File: config.mk
export PLATFORM = sky130hd
export DESIGN_NAME = intc_main_top
export DESIGN_NICKNAME = d
export VERILOG_FILES = /design/src/rtl/intc_pkg.sv /design/src/rtl/intc_sync.sv /design/src/rtl/intc_bank.sv /design/src/rtl/intc_main_top.sv
export SDC_FILE = /design/constraint.sdc
export NUM_CORES = 1
export LEC_CHECK = 0
export ABC_AREA = 1
export BUFFER_PORTS_ARGS = -buffer_cell sky130_fd_sc_hd__buf_4
export CAP_MARGIN = 20
export CELL_PAD_IN_SITES_DETAIL_PLACEMENT = 1
export CELL_PAD_IN_SITES_GLOBAL_PLACEMENT = 1
export CORE_ASPECT_RATIO = 1.5
export CORE_MARGIN = 3
export CORE_UTILIZATION = 46
export CTS_CLUSTER_DIAMETER = 50
export CTS_CLUSTER_SIZE = 16
export DETAILED_ROUTE_END_ITERATION = 12
export GPL_TIMING_DRIVEN = 0
export PLACE_DENSITY_LB_ADDON = 0.12
export SLEW_MARGIN = 20
export SYNTH_ARGS = -nofsm -noshare
export SYNTH_HDL_FRONTEND = slang
export SYNTH_SLANG_ARGS = --single-unit
File: constraint.sdc
create_clock -name clk -period 3.7 [get_ports clk]
set_input_delay 1.11 -clock clk [delete_from_list [all_inputs] [get_ports clk]]
set_output_delay 1.11 -clock clk [all_outputs]
set_load 0.02 [all_outputs]
File: src/rtl/intc_pkg.sv
package intc_pkg;

    localparam int SRC_PER_BANK = 32;
    localparam int REG_W        = 32;

    typedef enum logic [2:0] {
        SEL_CAUSE,
        SEL_IRQ,
        SEL_FIQ,
        SEL_ENDP,
        SEL_NONE
    } reg_sel_e;

    typedef struct packed {
        logic [REG_W-1:0] irq;
        logic [REG_W-1:0] fiq;
        logic [REG_W-1:0] endp;
    } bank_masks_t;

    typedef struct packed {
        logic irq;
        logic fiq;
        logic endp;
    } bank_lines_t;

    function automatic reg_sel_e decode_offset(input logic [3:0] off);
        case (off)
            4'h0:    return SEL_CAUSE;
            4'h4:    return SEL_IRQ;
            4'h8:    return SEL_FIQ;
            4'hc:    return SEL_ENDP;
            default: return SEL_NONE;
        endcase
    endfunction

    function automatic logic any_enabled(input logic [REG_W-1:0] cause,
                                         input logic [REG_W-1:0] mask);
        return |(cause & mask);
    endfunction

endpackage

File: src/rtl/intc_sync.sv
module intc_sync #(
    parameter int WIDTH = 32
) (
    input  logic             clk,
    input  logic             rst,
    input  logic [WIDTH-1:0] d_i,
    output logic [WIDTH-1:0] q_o
);

    logic [WIDTH-1:0] stage1_q;
    logic [WIDTH-1:0] stage2_q;

    always_ff @(posedge clk) begin
        if (rst) begin
            stage1_q <= '0;
            stage2_q <= '0;
        end else begin
            stage1_q <= d_i;
            stage2_q <= stage1_q;
        end
    end

    assign q_o = stage2_q;

endmodule

File: src/rtl/intc_bank.sv
module intc_bank
    import intc_pkg::*;
(
    input  logic             clk,
    input  logic             rst,
    input  logic [REG_W-1:0] cause_i,
    input  logic             wr_i,
    input  reg_sel_e         sel_i,
    input  logic [REG_W-1:0] wdata_i,
    output logic [REG_W-1:0] rd_val_o,
    output bank_lines_t      lines_o
);

    bank_masks_t masks_q;

    always_ff @(posedge clk) begin
        if (rst) begin
            masks_q <= '0;
        end else if (wr_i) begin
            case (sel_i)
                SEL_IRQ:  masks_q.irq  <= wdata_i;
                SEL_FIQ:  masks_q.fiq  <= wdata_i;
                SEL_ENDP: masks_q.endp <= wdata_i;
                default:  masks_q      <= masks_q;
            endcase
        end
    end

    always_comb begin
        case (sel_i)
            SEL_CAUSE: rd_val_o = cause_i;
            SEL_IRQ:   rd_val_o = masks_q.irq;
            SEL_FIQ:   rd_val_o = masks_q.fiq;
            SEL_ENDP:  rd_val_o = masks_q.endp;
            default:   rd_val_o = '0;
        endcase
    end

    always_comb begin
        lines_o.irq  = any_enabled(cause_i, masks_q.irq);
        lines_o.fiq  = any_enabled(cause_i, masks_q.fiq);
        lines_o.endp = any_enabled(cause_i, masks_q.endp);
    end

endmodule

File: src/rtl/intc_main_top.sv
module intc_main_top
    import intc_pkg::*;
#(
    parameter int NUM_BANKS = 2,
    parameter int ADDR_W    = 8
) (
    input  logic                              clk,
    input  logic                              rst,
    input  logic [NUM_BANKS*SRC_PER_BANK-1:0] src_i,
    input  logic                              bus_wr,
    input  logic                              bus_rd,
    input  logic [ADDR_W-1:0]                 bus_addr,
    input  logic [REG_W-1:0]                  bus_wdata,
    output logic [REG_W-1:0]                  bus_rdata,
    output logic [NUM_BANKS-1:0]              irq_o,
    output logic [NUM_BANKS-1:0]              fiq_o,
    output logic [NUM_BANKS-1:0]              endp_o
);

    localparam int TOTAL_SRC  = NUM_BANKS * SRC_PER_BANK;
    localparam int BANK_IDX_W = ADDR_W - 4;

    logic [TOTAL_SRC-1:0]  src_sync;
    logic [BANK_IDX_W-1:0] bank_idx;
    reg_sel_e              sel;
    logic [REG_W-1:0]      rd_vals [NUM_BANKS];
    logic [REG_W-1:0]      rd_mux;
    logic [REG_W-1:0]      rdata_q;

    assign bank_idx = bus_addr[ADDR_W-1:4];
    assign sel      = decode_offset(bus_addr[3:0]);

    intc_sync #(.WIDTH(TOTAL_SRC)) u_sync (
        .clk (clk),
        .rst (rst),
        .d_i (src_i),
        .q_o (src_sync)
    );

    for (genvar b = 0; b < NUM_BANKS; b++) begin : g_bank
        logic        hit;
        bank_lines_t lines;

        assign hit = (bank_idx == BANK_IDX_W'(b));

        intc_bank u_bank (
            .clk      (clk),
            .rst      (rst),
            .cause_i  (src_sync[b*SRC_PER_BANK +: SRC_PER_BANK]),
            .wr_i     (bus_wr && hit),
            .sel_i    (sel),
            .wdata_i  (bus_wdata),
            .rd_val_o (rd_vals[b]),
            .lines_o  (lines)
        );

        assign irq_o[b]  = lines.irq;
        assign fiq_o[b]  = lines.fiq;
        assign endp_o[b] = lines.endp;
    end

    always_comb begin
        rd_mux = '0;
        for (int b = 0; b < NUM_BANKS; b++) begin
            if (bank_idx == BANK_IDX_W'(b)) rd_mux = rd_vals[b];
        end
    end

    always_ff @(posedge clk) begin
        if (rst) begin
            rdata_q <= '0;
        end else if (bus_rd) begin
            rdata_q <= rd_mux;
        end
    end

    assign bus_rdata = rdata_q;

endmodule

==> Yosys cells after proc, flatten, opt, wreduce, memory -nomap -nowiden <==
Index checks and enable logic that the tools add are counted.
{ "totals": {"mem_count": 0, "register_bits": 352, "in_bits": 108, "elab_cells": 44, "output_inout_bits": 38, "romBits": 0, "latchBits": 0, "ram_bits": 0} }
{ "op_classes": {"magnitude_cmp": 0, "n_reduce_logical": 17, "n_mul": 0, "shifts": 0, "n_eq_ne": 7, "add_sub_neg": 0, "bitwise": 6, "n_mux": 5, "div_mod_pow": 0} }
{ "ops": {"columns": ["op", "n"], "rows": [
  ["32-bit case mux with 4 select lines", 2],
  ["32-bit bitwise AND", 6],
  ["32-bit OR reduction", 6],
  ["32-bit 2-to-1 mux", 2],
  ["3-bit case mux with 4 select lines", 1],
  ["2-bit AND reduction", 6],
  ["4-bit equality test, second input constant", 2],
  ["4-bit logical NOT", 2],
  ["3-bit by 2-bit equality test with 1-bit output, second input constant", 2],
  ["4-bit by 1-bit equality test with 1-bit output, second input constant", 1],
  ["4-bit by 3-bit equality test with 1-bit output, second input constant", 1],
  ["3-bit by 1-bit equality test with 1-bit output, second input constant", 1],
  ["3-bit logical NOT", 1],
  ["1-bit logical AND", 2]
]} }

==> Depth between registers and ports, before layout <==
Gate-level depths: netlist (run 1).
{ "depth": {"depth_word": 6, "depth_mapped": 10, "depth_no_buf": 8} }

==> Cells and area by module <==
From an unflattened synthesis (run 1), not the netlist that was laid out.
{ "hier_totals": {"hier_cells": 2531, "area_unflattened_um2": 16007.9} }
{ "modules_own_cells": {"columns": ["mod", "n_inst", "cells_each", "seq_area_each_um2", "area_each_um2"], "rows": [
  ["intc_bank", 2, 920, 1921.8, 5262.5],
  ["intc_sync", 1, 398, 2562.5, 3677.3],
  ["intc_main_top", 1, 293, 640.6, 1805.5]
]} }

==> Worst setup path after synthesis (run 1) <==
OpenSTA, ideal clock, no wires.
{ "synth_path": {"path_type": "input to register", "start": "input bus_addr[7]", "end": "register g_bank[0].u_bank.masks_q[33] in the netlist's numbering", "t_arrival_ps": 2259, "cell_stages": 8, "setup_time_ps": 132, "slack_ps": 1308, "path_cell_list": "or2_4 > nor3_4 > nand2_1 > nor2_2 > inv_1 > clkbuf_1 > nand2_1 > a21oi_1"} }
{ "synth_via": {"elab_chain_cells": 3} }
{ "synth_rtl": {"columns": ["item", "line_no", "rtl"], "rows": [
  ["start, declared", "intc_main_top.sv:12", "input logic [ADDR_W-1:0] bus_addr,"],
  ["4-bit logical NOT", "intc_main_top.sv:44", "assign hit = (bank_idx == BANK_IDX_W'(b));"],
  ["1-bit logical AND", "intc_main_top.sv:50", ".wr_i (bus_wr && hit),"],
  ["2-bit AND reduction (no source line)", null, null],
  ["end signal, assigned", "intc_bank.sv:24", "default: masks_q <= masks_q;"],
  ["end, declared", "intc_bank.sv:14", "bank_masks_t masks_q;"]
]} }
Every way passes these cells.
A chain may end at the register's enable or synchronous reset.

==> Final worst setup path (run 1) <==
{ "layout_path": {"start": "input bus_addr[1]", "end": "register rdata_q[19], in the netlist bus_rdata[19]"} }
{ "layout_via": {"elab_chain_cells": 6, "word_cells_on_any_way": 13, "cone_classes": "eq/ne: 6; mux: 5; reduce/logical: 2"} }
{ "layout_rtl": {"columns": ["item", "line_no", "rtl"], "rows": [
  ["4-bit equality test, or another cell as far along", "intc_pkg.sv:27", "case (off)"],
  ["3-bit case mux with 4 select lines *", "intc_pkg.sv:27", null],
  ["3-bit by 2-bit equality test with 1-bit output, or another cell as far along", "intc_bank.sv:30", "case (sel_i)"],
  ["32-bit case mux with 4 select lines", "intc_bank.sv:30", null],
  ["32-bit 2-to-1 mux", "intc_main_top.sv:65", "if (bank_idx == BANK_IDX_W'(b)) rd_mux = rd_vals[b];"],
  ["32-bit 2-to-1 mux *", "intc_main_top.sv:65", null],
  ["end signal, assigned", "intc_main_top.sv:73", "rdata_q <= rd_mux;"],
  ["end, declared", "intc_main_top.sv:28", "logic [REG_W-1:0] rdata_q;"]
]} }
Mark *: on every way between the ends. The rest lies on a longest branch, timed or not.

==> impl_metrics.ini, run 1 <==
[logic_synthesis]
ys_seq_area_share_pct = 47.1
avgSynthCellArea_um2 = 6.83
ys_warn_count = 0
syn_inst = 2187
synthesis.nets = 2295
synth-seq-cells = 352
synthesis.area_mm2 = 0.0149
synth_cell_types = 25

[flow_run]
drv_cap = 0

[worst_setup_path]
endpoint_kind = register
crit_type = input port to register
cp_slowest_cell = clkbuf_1
r2r-start = u_sync.q_o[51]
cp-start-kind = input port
required_ns = 4.17
max_stage_delay_ns = 0.62
arrival_ns = 3.62
r2r_cells = 6
cp_cell_sequence = buf_4 -> nor2_2 -> clkbuf_1 -> buf_2 -> nand3_1 -> nand2_1 -> o21ai_0 -> nand2_1 -> nand2_1 -> a21oi_1
critical-path-top-delay-family = buffers and inverters
crit_fanout = 10
worstSetupPathDepth = 10
r2r-end = bus_rdata[19]
crit_path_frequent_cell = nand2_1
cp_num_buf_inv = 3
r2r_slack_ns = 2.07

[sta]
worstMarginPinSlew_ns = 1.00
max_slew_margin_pct = 33.2
finalHoldViolCount = 0
rsz0062_at_grt = no
period_needed_ns = 3.16
final_max_slew_viol_count = 0
setup_violations = 0
holdWs_ns = 0.391
maxClockFrequency_mhz = 317
finalSetupTns_ns = 0
final.setup_skew_ns = 0.0196
setup_ws_ns = 0.542
timing.final.crit_share_pct = 85.4

[route]
drt-total-wl_um = 64000
initialDrtViolationCount = 1431
drcViolationCount = 0
vias = 16400
vias_per_cell = 5.86
detail-route-antenna-nets = 0
first_pass_iters = 6
wl_per_cell_um = 22.9

[floorplan]
die-area_mm2 = 0.0347
die_h_um = 227
die_w_um = 153
start_util_pct = 46.8
rows = 80
ioPinCount = 146
design.core.area_mm2 = 0.0319

[hold_path]
hold_path_depth = 2
worstHoldStart = u_sync.stage1_q[26]
hp-class = register to register
holdPathEnd = u_sync.q_o[26]

[global_route]
overflow = 0
grt_usage_pct = 35.5
grt_pass1_vias = 16200
grt_max_degree = 17
grt_pass1_wl_um = 94700
antenna_found_initial = 0

[power]
switching_power_mw = 2.06
power.leakage_nw = 7.49
pwr-share-clk_pct = 45.7
p_sw_share_pct = 25.4
ir_drop_mv = 0.373
power_frac_seq_pct = 48.2
pwr-share-comb_pct = 6.1
p_int_mw = 6.05
powerDensity_mw_per_mm2 = 458

[layout]
synthToLayoutAreaGrowth_pct = 18.3
postLayoutCoreUtil_pct = 55.4
drive_above_1_share_pct = 10.9
fin_area_mm2 = 0.0177
final_net_count = 2474
diodes = 0

[placed_design]
io_buffers = 143
gp_congestion = 1.03
dp_hpwl_um = 48100
dp_slack_ns = 0.156
placed_area_mm2 = 0.0165

[outcome]
status = complete, no violations

[clock_network]
worstSkewPairLatency_ns = 0.55
cts_resized = 0
postCtsHoldBufs = 0
root_buffer = clkbuf_16
path_clk_slew_ns = 0.08
cts_tree = done
cts_setup_buffers = 0
cts-buffers-inserted = 34
cts.sinks = 352
cts_buffer_depth = 3
htreeDepth = 2
==> power groups by stage <==
stage	logic [mW]	registers (mW)	clock network, mW
after floorplan	0.208	3.97	0
after global placement	0.464	3.99	0
after detailed placement	0.479	4.00	0
after CTS	0.483	3.91	3.73
after global routing	0.522	3.91	3.86
final	0.493	3.91	3.70
==> metrics by stage <==
stage | cells | total power [mW]
2_1_floorplan | 2187 | 4.18
3_3_place_gp | 2740 | 4.46
3_5_place_dp | 2740 | 4.48
4_1_cts | 2797 | 8.12
5_1_grt | 2797 | 8.29
6_report | 2797 | 8.11
==> state kept, by name, indices dropped and copies added, names as in the netlist <==
signal	flops
u_sync.stage1_q	64
u_sync.q_o	64
bus_rdata	32
g_bank.u_bank.masks_q	192
==> worst register-to-register path: cells and delay by family (launching register included) <==
kind             cells  cell delay [ns]
AO/OA/AOI/OAI        2             0.61
AND/OR/NAND/NOR      4             0.53
flip-flops           1             0.36
==> logic make-up after synthesis <==
| group | share of synthesized area [%] |
|---|---|
| AOI/OAI and AO/OA | 10.2 |
| buffers and inverters | 7.59 |
| DFF | 47.1 |
| and+or+nand+nor | 35.0 |
==> how the worst max path moves through the flow <==
stage               slack [ns]                            to           from
floorplan                 1.31  g_bank[0].u_bank.masks_q[33]    bus_addr[7]
global placement          0.16                 bus_rdata[10]    bus_addr[3]
detailed placement        0.16                 bus_rdata[19]    bus_addr[1]
CTS                       0.62                      fiq_o[0]  u_sync.q_o[4]
global route              0.54                      fiq_o[0]  u_sync.q_o[4]
finish                    0.54                 bus_rdata[19]    bus_addr[1]
==> routing by layer <==
metal,up-vias,track usage [%],routed length (um)
met1,7923,42.3,24500
met3,246,4.62,4460
met2,846,59.6,29900
li1,7383,-,-
met5,-,0,0
met4,0,24.0,5110
==> layout make-up <==
cell class                 count  area (um2)
buffer                       143         621
clock buffer                  42         975
clock inverter                15         179
fill                        4256       14200
inverter                     137         514
multi-input combinational   1555        6770
sequential                   352        7050
tap                          410         513
timing repair buffer         143        1070
==> cells in the mapped netlist (all sizes together) <==
| master | number | area, um2 |
|---|---|---|
| a21oi | 224 | 1120 |
| nor3b | 1 | 18.8 |
| nor3 | 7 | 46.3 |
| dfxtp | 352 | 7050 |
| inv | 137 | 514 |
| nand4 | 42 | 263 |
| nor2 | 143 | 562 |
| nand3 | 260 | 1310 |
| nand3b | 1 | 7.51 |
| or2 | 1 | 8.76 |
| a22o | 6 | 52.6 |
| a221oi | 4 | 35.0 |
| clkbuf | 86 | 323 |
| buf | 57 | 298 |
| nand2 | 797 | 2990 |
| nor4 | 5 | 31.3 |
| o21ai | 64 | 320 |
==> cell usage in the layout, fill, tap and decap left out, types with 2 or more instances in the layout <==
cell and n:
buf_4 152, clkbuf_16 37, inv_6 4, nand3_1 259, a221oi_1 4, clkinvlp_4 3, nand4_1 42, buf_1 8
nor2_1 136, nand2_1 796, bufinv_16 2, o21ai_0 64, nor3_1 6, a21oi_1 224, nor4_1 5, nor2_4 2
inv_8 5, dfxtp_1 352, clkbuf_8 3, a22o_1 6, buf_2 40, inv_1 136, clkbuf_1 88, nor2_2 5
Note: power is estimated with default switching activity, not from simulation.
==> run 2: changes to the inputs <==
--- a/config.mk
+++ b/config.mk
@@ -5,14 +5,13 @@
 export SDC_FILE = /design/constraint.sdc
 export NUM_CORES = 1
 export LEC_CHECK = 0
-export ABC_AREA = 1
 export BUFFER_PORTS_ARGS = -buffer_cell sky130_fd_sc_hd__buf_4
 export CAP_MARGIN = 20
 export CELL_PAD_IN_SITES_DETAIL_PLACEMENT = 1
 export CELL_PAD_IN_SITES_GLOBAL_PLACEMENT = 1
 export CORE_ASPECT_RATIO = 1.5
 export CORE_MARGIN = 3
-export CORE_UTILIZATION = 46
+export CORE_UTILIZATION = 50
 export CTS_CLUSTER_DIAMETER = 50
 export CTS_CLUSTER_SIZE = 16
 export DETAILED_ROUTE_END_ITERATION = 12
==> impl_metrics.ini, run 2 <==
[layout]
instances_no_fill = 2064
postLayoutCoreUtil_pct = 59.9
largest_register_ffs = 192
final_net_count = 1760
final_common_cell = dfxtp_1
drive_above_1_share_pct = 16.9
mostFrequentLayoutCells = 352 x dfxtp_1, 168 x nand4_1, 145 x buf_4, 136 x clkbuf_1, 129 x nor2b_1
synthToLayoutAreaGrowth_pct = 16.8
top_register = g_bank.u_bank.masks_q
diodes = 0

[global_route]
overflow = 0
use_met2_pct = 73.7
grt_max_degree = 17
grt_pass1_wl_um = 105000
grt_usage_pct = 44.2
met3_usage_pct = 8.21
grtUsageMet1_pct = 46.7
grt_pass1_vias = 15200
antenna_found_initial = 0
busiest_layer = met2

[worst_setup_path]
required_ns = 2.59
r2r_cells = 3
crit_type = register to primary output
crit_path_start = g_bank[1].u_bank.masks_q[36]
r2r_slack_ns = 2.08
crit_fanout = 3
r2r-start = g_bank[0].u_bank.masks_q[34]
cp-endpoint = fiq_o[1]
r2r-end = bus_rdata[2]
arrival_ns = 2.49
endpoint_kind = primary output
cp-start-kind = register

[sta]
final.setup_skew_ns = 0.0134
maxClockFrequency_mhz = 278
holdWs_ns = 0.438
final_max_slew_viol_count = 0
timing.final.crit_share_pct = 97.4
rsz0062_at_grt = no
setup_ws_ns = 0.0980
worstMarginPinSlew_ns = 1.26
max_slew_margin_pct = 16.3
setup_violations = 0
finalHoldViolCount = 0
period_needed_ns = 3.60

[placed_design]
dp_cells = 2015
dp_hpwl_um = 56100
io_buffers = 142
gp_congestion = 1.04
dp_slack_ns = -0.128

[logic_synthesis]
async_flop_share_pct = 0
ys_warn_count = 0
synthFlopType = dfxtp_1
syn_inst = 1476
synth-seq-cells = 352
ys_seq_area_share_pct = 46.1
yosysMostFrequentCell = dfxtp_1
synthesis.area_mm2 = 0.0153
synth_cell_types = 31
synthesis.nets = 1584
synth_edf_count = 0
synth_commonest_cells = 352 x dfxtp_1, 168 x nand4_1, 132 x clkbuf_1
yosysTopAreaCellShare_pct = 46.1
synth_area_leaders = dfxtp_1 46%, mux4_2 9.4%, nand4_1 6.9%, o31ai_1 6.3%, nor2b_1 5.3%
avgSynthCellArea_um2 = 10.4
yosys.area.top_type = dfxtp_1

[power]
powerDensity_mw_per_mm2 = 439
power.leakage_nw = 6.31
ir_drop_mv = 0.401
total_power_mw = 7.84

[route]
vias_per_cell = 7.09
first_pass_iters = 6
initialDrtViolationCount = 1709
wl_per_cell_um = 35.9
detail-route-antenna-nets = 0
drt-total-wl_um = 74100
drcViolationCount = 0
vias = 14600

[hold_path]
hp-class = register to register

[clock_network]
cts_tree = done
htreeDepth = 1
postCtsHoldBufs = 0
cts_buffer_depth = 3
cts.sinks = 352
root_buffer = clkbuf_16
cts_setup_buffers = 0
cts-buffers-inserted = 30
cts_resized = 0
worstSkewPairLatency_ns = 0.58
path_clk_slew_ns = 0.07

[floorplan]
rows = 77
die-area_mm2 = 0.0327
design.core.area_mm2 = 0.0298
die_h_um = 220
die_w_um = 149
ioPinCount = 146
start_util_pct = 51.3

[flow_run]
drv_cap = 0

[outcome]
status = complete, no violations
==> run 2: changes by cell type in the layout (fill, tap and decap cells not counted), sizes merged, moves of 96 or more <==
cell / before / now
nand2b: 0 / 98
a22oi: 0 / 96
nand3: 260 / 9
nor2b: 0 / 129
nor2: 143 / 1
o31ai: 0 / 128
nand4: 42 / 168
inv: 146 / 4
a21oi: 224 / 128
nand2: 797 / 8
==> run 2: cells by family after synthesis <==
kind of cell	synth area share, %
compound gates	16.8
buf+inv	4.37
simple gates	19.1
mux	13.6
flops	46.1
==> run 2: power breakdown <==
| group | internal [mW] | switching (mW) | total (mW) |
|---|---|---|---|
| sequential | 3.85 | 0.0738 | 3.93 |
| combinational | 0.210 | 0.410 | 0.621 |
| clock | 1.77 | 1.52 | 3.29 |
| total | 5.83 | 2.01 | 7.84 |
==> run 2: worst min-delay path by stage <==
stage               slack (ns)              to  cells after the start                start
detailed placement        0.43  u_sync.q_o[29]                      1  u_sync.stage1_q[29]
CTS                       0.44  u_sync.q_o[29]                      1  u_sync.stage1_q[29]
finish                    0.44  u_sync.q_o[29]                      1  u_sync.stage1_q[29]
global placement          0.42  u_sync.q_o[18]                      1  u_sync.stage1_q[18]
global route              0.46  u_sync.q_o[12]                      1  u_sync.stage1_q[12]
floorplan                 0.41   u_sync.q_o[0]                      1   u_sync.stage1_q[0]
==> run 2: area by class of cell <==
type	instances	area, um2
flip-flops and latches	352	7050
repair buffers	144	1080
plain buffers	163	666
inverters	1	3.75
fillers	3192	11900
multi-input cells	960	7580
clock buffers	36	805
clock inverters	13	173
well taps	395	494
==> run 2: per-stage QoR <==
step                      area [um2]  setup TNS, ns
after detailed placement       16900          -1.43
after floorplan                15300              0
final                          17800              0
after global placement         16800         -52.85
after CTS                      17800              0
after global routing           17800              0
==> run 2: per-layer routing <==
layer / routed length [um] / part of all wire, %
met1: 24700 / 33
met2: 34500 / 46
met3: 5900 / 8.0
met4: 9030 / 12
met5: 0 / 0
==> run 2: critical path: stages (launching register included) <==
cell,delay [ns]
dfxtp_1,0.44
a22oi_1,0.58
nand4_1,0.17
or4_1,0.53
buf_4,0.18
